## src/rtl/intStatusPkg.sv

```systemverilog
package intStatusPkg;
  localparam int EVT_N = 7;
  localparam int DATA_W = EVT_N + 1;
  localparam int BIT_RXOK = 0;
  localparam int BIT_TXOK = 1;
  localparam int BIT_RXERR = 2;
  localparam int BIT_TXERR = 3;
  localparam int BIT_OVW = 4;
  localparam int BIT_CNT = 5;
  localparam int BIT_DMA = 6;

  typedef struct packed {
    logic [EVT_N-1:0] evtSet;
    logic [EVT_N-1:0] evtClr;
    logic             maskWr;
    logic [EVT_N-1:0] maskData;
    logic             haltSet;
    logic             haltClr;
  } ctrlStrobe_t;
endpackage

```

## src/rtl/intStatusCtrl.sv

```systemverilog
module intStatusCtrl
  import intStatusPkg::*;
#(
  parameter int RX_CAUSES = 4,
  parameter int TX_CAUSES = 2,
  parameter int TALLY_N = 3
) (
  input  logic                 clk,
  input  logic                 rstN,
  input  logic                 rxOkPulse,
  input  logic                 txOkPulse,
  input  logic [RX_CAUSES-1:0] rxErrCause,
  input  logic [TX_CAUSES-1:0] txErrCause,
  input  logic                 ovwPulse,
  input  logic [TALLY_N-1:0]   tallyMsb,
  input  logic                 dmaDonePulse,
  input  logic                 stopCmd,
  input  logic                 startCmd,
  input  logic                 frameRemoved,
  input  logic                 regWr,
  input  logic                 regAddr,
  input  logic [DATA_W-1:0]    regWdata,
  output ctrlStrobe_t          strobe
);
  logic [TALLY_N-1:0] msbPrev;
  logic [TALLY_N-1:0] msbRise;

  // one rising-edge detector per tally counter
  for (genvar i = 0; i < TALLY_N; i++) begin : g_tally
    always_ff @(posedge clk or negedge rstN) begin
      if (!rstN) msbPrev[i] <= 1'b0;
      else       msbPrev[i] <= tallyMsb[i];
    end
    assign msbRise[i] = tallyMsb[i] & ~msbPrev[i];
  end

  always_comb begin
    strobe = '0;
    strobe.evtSet[BIT_RXOK]  = rxOkPulse;
    strobe.evtSet[BIT_TXOK]  = txOkPulse;
    strobe.evtSet[BIT_RXERR] = |rxErrCause;
    strobe.evtSet[BIT_TXERR] = |txErrCause;
    strobe.evtSet[BIT_OVW]   = ovwPulse;
    strobe.evtSet[BIT_CNT]   = |msbRise;
    strobe.evtSet[BIT_DMA]   = dmaDonePulse;
    strobe.evtClr   = (regWr && !regAddr) ? regWdata[EVT_N-1:0] : '0;
    strobe.maskWr   = regWr && regAddr;
    strobe.maskData = regWdata[EVT_N-1:0];
    strobe.haltSet  = stopCmd | ovwPulse;
    strobe.haltClr  = startCmd | frameRemoved;
  end
endmodule

```

## src/rtl/intStatusDatapath.sv

```systemverilog
module intStatusDatapath
  import intStatusPkg::*;
(
  input  logic              clk,
  input  logic              rstN,
  input  ctrlStrobe_t       strobe,
  input  logic              regAddr,
  output logic [DATA_W-1:0] regRdata,
  output logic [DATA_W-1:0] statusReg,
  output logic [DATA_W-1:0] maskReg,
  output logic              irqOut
);
  logic [EVT_N-1:0] evtQ;
  logic [EVT_N-1:0] maskQ;
  logic             haltQ;

  for (genvar b = 0; b < EVT_N; b++) begin : g_evt
    always_ff @(posedge clk or negedge rstN) begin
      if (!rstN) evtQ[b] <= 1'b0;
      else       evtQ[b] <= (evtQ[b] & ~strobe.evtClr[b]) | strobe.evtSet[b];
    end
  end

  always_ff @(posedge clk or negedge rstN) begin
    if (!rstN) begin
      haltQ <= 1'b1;
      maskQ <= '0;
      irqOut <= 1'b0;
    end else begin
      if (strobe.haltSet)      haltQ <= 1'b1;
      else if (strobe.haltClr) haltQ <= 1'b0;
      if (strobe.maskWr) maskQ <= strobe.maskData;
      irqOut <= |(evtQ & maskQ);
    end
  end

  assign statusReg = {haltQ, evtQ};
  assign maskReg   = {1'b0, maskQ};
  assign regRdata  = regAddr ? maskReg : statusReg;
endmodule

```

## src/rtl/intStatusUnit.sv

```systemverilog
module intStatusUnit
  import intStatusPkg::*;
#(
  parameter int RX_CAUSES = 4,
  parameter int TX_CAUSES = 2,
  parameter int TALLY_N = 3
) (
  input  logic                 clk,
  input  logic                 rstN,
  input  logic                 rxOkPulse,
  input  logic                 txOkPulse,
  input  logic [RX_CAUSES-1:0] rxErrCause,
  input  logic [TX_CAUSES-1:0] txErrCause,
  input  logic                 ovwPulse,
  input  logic [TALLY_N-1:0]   tallyMsb,
  input  logic                 dmaDonePulse,
  input  logic                 stopCmd,
  input  logic                 startCmd,
  input  logic                 frameRemoved,
  input  logic                 regWr,
  input  logic                 regAddr,
  input  logic [7:0]           regWdata,
  output logic [7:0]           regRdata,
  output logic                 irqOut
);
  ctrlStrobe_t       strobe;
  logic [DATA_W-1:0] statusReg;
  logic [DATA_W-1:0] maskReg;

  intStatusCtrl #(
    .RX_CAUSES(RX_CAUSES), .TX_CAUSES(TX_CAUSES), .TALLY_N(TALLY_N)
  ) u_ctrl (
    .clk(clk), .rstN(rstN), .rxOkPulse(rxOkPulse), .txOkPulse(txOkPulse),
    .rxErrCause(rxErrCause), .txErrCause(txErrCause), .ovwPulse(ovwPulse),
    .tallyMsb(tallyMsb), .dmaDonePulse(dmaDonePulse), .stopCmd(stopCmd),
    .startCmd(startCmd), .frameRemoved(frameRemoved), .regWr(regWr),
    .regAddr(regAddr), .regWdata(regWdata), .strobe(strobe)
  );

  intStatusDatapath u_dp (
    .clk(clk), .rstN(rstN), .strobe(strobe), .regAddr(regAddr),
    .regRdata(regRdata), .statusReg(statusReg), .maskReg(maskReg),
    .irqOut(irqOut)
  );
endmodule

```

## config.mk

```make
export PLATFORM = sky130hd
export DESIGN_NAME = intStatusUnit
export DESIGN_NICKNAME = d
export VERILOG_FILES = /design/src/rtl/intStatusPkg.sv /design/src/rtl/intStatusCtrl.sv /design/src/rtl/intStatusDatapath.sv /design/src/rtl/intStatusUnit.sv
export SDC_FILE = /design/constraint.sdc
export NUM_CORES = 1
export LEC_CHECK = 0
export BUFFER_PORTS_ARGS = -buffer_cell sky130_fd_sc_hd__buf_2
export CAP_MARGIN = 20
export CORE_MARGIN = 2
export CORE_UTILIZATION = 29
export CTS_BUF_LIST = sky130_fd_sc_hd__clkbuf_8
export DETAILED_ROUTE_END_ITERATION = 8
export GPL_TIMING_DRIVEN = 0
export PLACE_DENSITY = 0.51
export SLEW_MARGIN = 15
export SYNTH_ARGS = -nofsm -noshare
export SYNTH_HDL_FRONTEND = slang
export SYNTH_HIERARCHICAL = 1
export SYNTH_SLANG_ARGS = --single-unit
```

## constraint.sdc

```tcl
create_clock -name clk -period 1.6 [get_ports clk]
set_clock_uncertainty 0.05 [all_clocks]
set_input_delay 0.16 -clock clk [delete_from_list [all_inputs] [get_ports clk]]
set_output_delay 0.16 -clock clk [all_outputs]
set_load 0.01 [all_outputs]
```

# --- After elaboration in Yosys (flattened, before gate mapping) ---
# Index checks and enable logic that the tools add are counted.
op_classes:
  bitwise: 30
  addsub: 0
  n_div: 0
  eq_ne: 0
  shifts: 0
  n_mul: 0
  muxes: 4
  magnitude_cmp: 0
  reduce_logical: 8
ops:
  columns: ["op", "count"]
  rows:
  - ["bitwise AND 1 bit", 10]
  - ["inverter 1 bit", 10]
  - ["OR 1 bit", 9]
  - ["2-to-1 mux 8 bit", 1]
  - ["bitwise AND 7 bit", 1]
  - ["2-to-1 mux 7 bit", 1]
  - ["OR reduction 7 bit", 1]
  - ["OR reduction 4 bit", 1]
  - ["OR reduction 3 bit", 1]
  - ["logical AND 1 bit", 2]
  - ["2-to-1 mux 1 bit", 2]
  - ["nonzero test 2 bit", 1]
  - ["OR reduction 2 bit", 1]
  - ["logical NOT 1 bit", 1]
word_totals:
  latch_bits: 0
  elab_cells: 55
  mem_count: 0
  input_bits: 28
  ramBits: 0
  rom_bits: 0
  ff_bits: 19

# --- Longest topological paths before layout ---
logic_depth:
  depth_word: 6
  depth_mapped: 4

# --- Modules after synthesis ---
# Netlist, hierarchy kept.
by_module_without_submodules:
  columns: ["module", "cells_per_inst", "n_inst", "area_per_inst_um2", "seq_area_each_um2"]
  rows:
  - ["intStatusDatapath", 56, 1, 729.4, 401.6]
  - ["intStatusCtrl", 31, 1, 262.8, 75.1]

# --- Least setup slack after synthesis ---
# OpenSTA, ideal clock, no wires.
synth_path:
  path_type: "input-to-reg"
  start: "input rxErrCause[1]"
  end: "register u_dp.evtQ[2] (netlist: u_dp/statusReg[2])"
  path_stages: 2
  setup_ns: 0.118
  t_arrival_ns: 0.814
  path_slack_ns: 0.618
  n_path_buf: 0
  required_time_ns: 1.432
  cell_sequence: "or4_1 -> a21o_1"
synth_between:
  elab_chain_cells: 2
synth_lines:
  columns: ["item", "line", "source"]
  rows:
  - ["start: declaration", "intStatusUnit.sv:12", "input logic [RX_CAUSES-1:0] rxErrCause,"]
  - ["OR reduction 4 bit", "intStatusCtrl.sv:41", "strobe.evtSet[BIT_RXERR] = |rxErrCause;"]
  - ["OR 1 bit", "intStatusDatapath.sv:20", "else evtQ[b] <= (evtQ[b] & ~strobe.evtClr[b]) | strobe.evtSet[b];"]
  - ["end signal: indexed assignment", "intStatusDatapath.sv:20", null]
  - ["end: declaration", "intStatusDatapath.sv:13", "logic [EVT_N-1:0] evtQ;"]
# No other way between the ends.
# A chain may end at the register's enable or synchronous reset.

# --- Worst setup path in the final report ---
layout_path:
  start: "register u_dp.evtQ[2] (netlist: u_dp/statusReg[2])"
  end: "output regRdata[2]"
layout_between:
  elab_chain_cells: 1
layout_lines:
  columns: ["item", "line", "source"]
  rows:
  - ["2-to-1 mux 8 bit", "intStatusDatapath.sv:39", "assign regRdata = regAddr ? maskReg : statusReg;"]
  - ["end: declaration", "intStatusUnit.sv:23", "output logic [7:0] regRdata,"]
# No other way between the ends.

==> impl_metrics.py <==
metrics = {
    "outcome": {
        "outcome": "finished clean",
    },
    "power_and_ir_drop": {
        "irDropWorstVdd_mv": 0.562,
        "cellLeakagePower_uw": 0.000580,
        "pwr-share-seq_pct": 51.3,
        "p_int_uw": 818,
        "p_clk_share_pct": 29.6,
        "netSwitchingPower_uw": 249,
        "combPwrFrac_pct": 19.1,
        "p_sw_share_pct": 23.3,
        "powerDensity_nw_per_um2": 836,
    },
    "placement": {
        "dpl.cell_count": 162,
        "port-buffer-count": 32,
        "gp_congestion": 0.696,
        "hpwlAfterDp_mm": 1.38,
    },
    "cts": {
        "path_clk_slew_ns": 0.07,
        "postCtsSetupBuffers": 0,
        "tritoncts": "yes",
        "hold_buffers": 4,
        "clock_latency_ns": 0.25,
        "cts_buffers": 3,
        "cts_buffer_depth": 2,
        "cts.sinks": 19,
        "postCtsResizedCells": 0,
        "cts_root_buf": "clkbuf_8",
        "htreeDepth": 1,
    },
    "logic_synthesis": {
        "synth_cells": 84,
        "synth.avg_cell_area_sq_um": 11.6,
        "synth_area_sq_um": 973,
        "yosysWarnings": 6,
        "synth_nets": 112,
    },
    "grt": {
        "grtUsageTotal_pct": 10.4,
        "antenna_found_initial": 0,
        "grt_overflow_total": 0,
        "grt_pass1_wl_mm": 2.78,
        "grt_max_degree": 20,
        "grt_pass1_vias": 626,
    },
    "route": {
        "drc": 0,
        "vias": 681,
        "drt-initial-drc-count": 8,
        "via_per_inst": 4.01,
        "wl_per_cell_microns": 10.6,
        "drtAntennaViolNets": 0,
        "drtPass1Iterations": 4,
        "routed_wl_mm": 1.81,
    },
    "setup_path": {
        "reg2reg_depth": 2,
        "cpPeakStageDelay_ns": 0.40,
        "cp-start-kind": "register",
        "cp_data_required_time_ns": 1.39,
        "r2r_end": "u_dp/irqOut$_DFF_PN0_",
        "crit_chain": "mux2_2, buf_2",
        "cp_max_fo": 3,
        "r2r-start": "u_dp/maskQ[4]$_DFFE_PN0P_",
        "crit_path_top_delay_cell": "dfrtp_1",
        "crit_arrival_ns": 1.06,
        "r2r_slack_ns": 0.55,
        "end_kind": "output pin",
        "worstSetupPathType": "reg2out",
    },
    "sta": {
        "setup-tns-final_ns": 0,
        "relSlewSlack_pct": 66.8,
        "holdWs_ns": 0.0339,
        "setup_viol": 0,
        "drv_slew": 0,
        "finalHoldViolations": 0,
        "rsz0062_at_grt": "no",
        "max_freq_mhz": 788,
        "tightest_slew_ns": 0.497,
        "period_share_pct": 79.3,
        "finalCriticalPeriod_ns": 1.27,
    },
    "worst_hold_path": {
        "whs_endpoint": "u_dp/statusReg[0]$_DFF_PN0_",
        "min_path_type": "in2reg",
        "min_from": "rxOkPulse",
        "whs_path_depth": 2,
    },
    "run": {
        "maxCapViolations": 0,
    },
    "final_layout": {
        "antenna_cells": 0,
        "nNetsFinal": 153,
        "stdcell_count": 170,
        "drive_above_1_share_pct": 54.0,
        "area_growth_pct": 31.1,
    },
    "floorplanning": {
        "fp.dieH_microns": 61.9,
        "io_pins": 37,
        "core-area_sq_um": 3280,
        "fp.dieW_microns": 61.9,
        "dieArea_sq_um": 3840,
        "start_util_pct": 29.6,
        "std_cell_rows": 21,
    },
}
final cells by class:
class | instances | area [sq um]
buffer | 13 | 105
clock buffer | 3 | 41.3
clock inverter | 1 | 3.75
fill | 345 | 2010
inverter | 10 | 37.5
multi-input combinational | 42 | 354
sequential | 19 | 477
tap | 46 | 57.6
timing repair buffer | 36 | 200
worst max path at each step:
| stage | startpoint | end | slack (ns) | cells past startpoint |
|---|---|---|---|---|
| floorplan | rxErrCause[1] | u_dp/statusReg[2]$_DFF_PN0_ | 0.62 | 2 |
| global placement | regAddr | u_dp/statusReg[4]$_DFF_PN0_ | 0.26 | 5 |
| detailed placement | regAddr | u_dp/statusReg[1]$_DFF_PN0_ | 0.27 | 5 |
| CTS | u_dp/statusReg[3]$_DFF_PN0_ | regRdata[3] | 0.32 | 2 |
| global route | u_dp/maskQ[6]$_DFFE_PN0P_ | regRdata[6] | 0.28 | 2 |
| finish | u_dp/statusReg[2]$_DFF_PN0_ | regRdata[2] | 0.33 | 2 |
registers in the layout (all words and copies together), names as in the netlist:
signal and flops:
u_dp/maskQ 7, u_dp/statusReg 7, u_ctrl/msbPrev 3, u_dp/haltQ 1, u_dp/irqOut 1
routing by layer:
layer | track usage (%) | vias up | share of wire [%]
met1 | 13.7 | 306 | 49
li1 | - | 347 | -
met4 | 2.74 | 0 | 0
met2 | 15.9 | 28 | 44
met5 | 0 | - | 0
met3 | 4.35 | 0 | 7.2
power by group through the flow:
| stage | clock network (uW) | registers (uW) | logic [uW] |
|---|---|---|---|
| finish | 316 | 547 | 204 |
| global route | 354 | 553 | 232 |
| CTS | 335 | 547 | 209 |
| detailed placement | 0 | 556 | 201 |
| global placement | 0 | 555 | 199 |
| floorplan | 0 | 548 | 126 |
cells in the final DEF (no fill, tap or decap):
| cell | count |
|---|---|
| and2b_2 | 1 |
| a22oi_1 | 2 |
| clkbuf_8 | 3 |
| o221ai_1 | 1 |
| inv_1 | 11 |
| nand3_1 | 1 |
| or2_2 | 3 |
| nor2b_1 | 1 |
| mux2_2 | 14 |
| buf_2 | 32 |
| or4_1 | 1 |
| dfrtp_1 | 18 |
| dfstp_2 | 1 |
| dlygate4sd3_1 | 4 |
| buf_6 | 2 |
| buf_4 | 11 |
| nand2b_1 | 1 |
| a222oi_1 | 1 |
| and2_1 | 8 |
| a21o_1 | 8 |
metrics by stage:
step | power (uW) | setup WS [ns] | area, sq um | utilization, %
floorplan | 674 | 0.618 | 973 | -
global placement | 754 | 0.261 | 1190 | 36.3
detailed placement | 757 | 0.273 | 1190 | 36.3
CTS | 1090 | 0.321 | 1280 | 38.9
global route | 1140 | 0.277 | 1280 | 38.9
finish | 1070 | 0.331 | 1280 | 38.9
worst max-delay path, delay by kind of cell, from the launching register on:
family                 cells  cell delay [ns]
DFF                        1             0.40
buffers and inverters      1             0.14
muxes                      1             0.27
(Power assumes the default switching activity.)
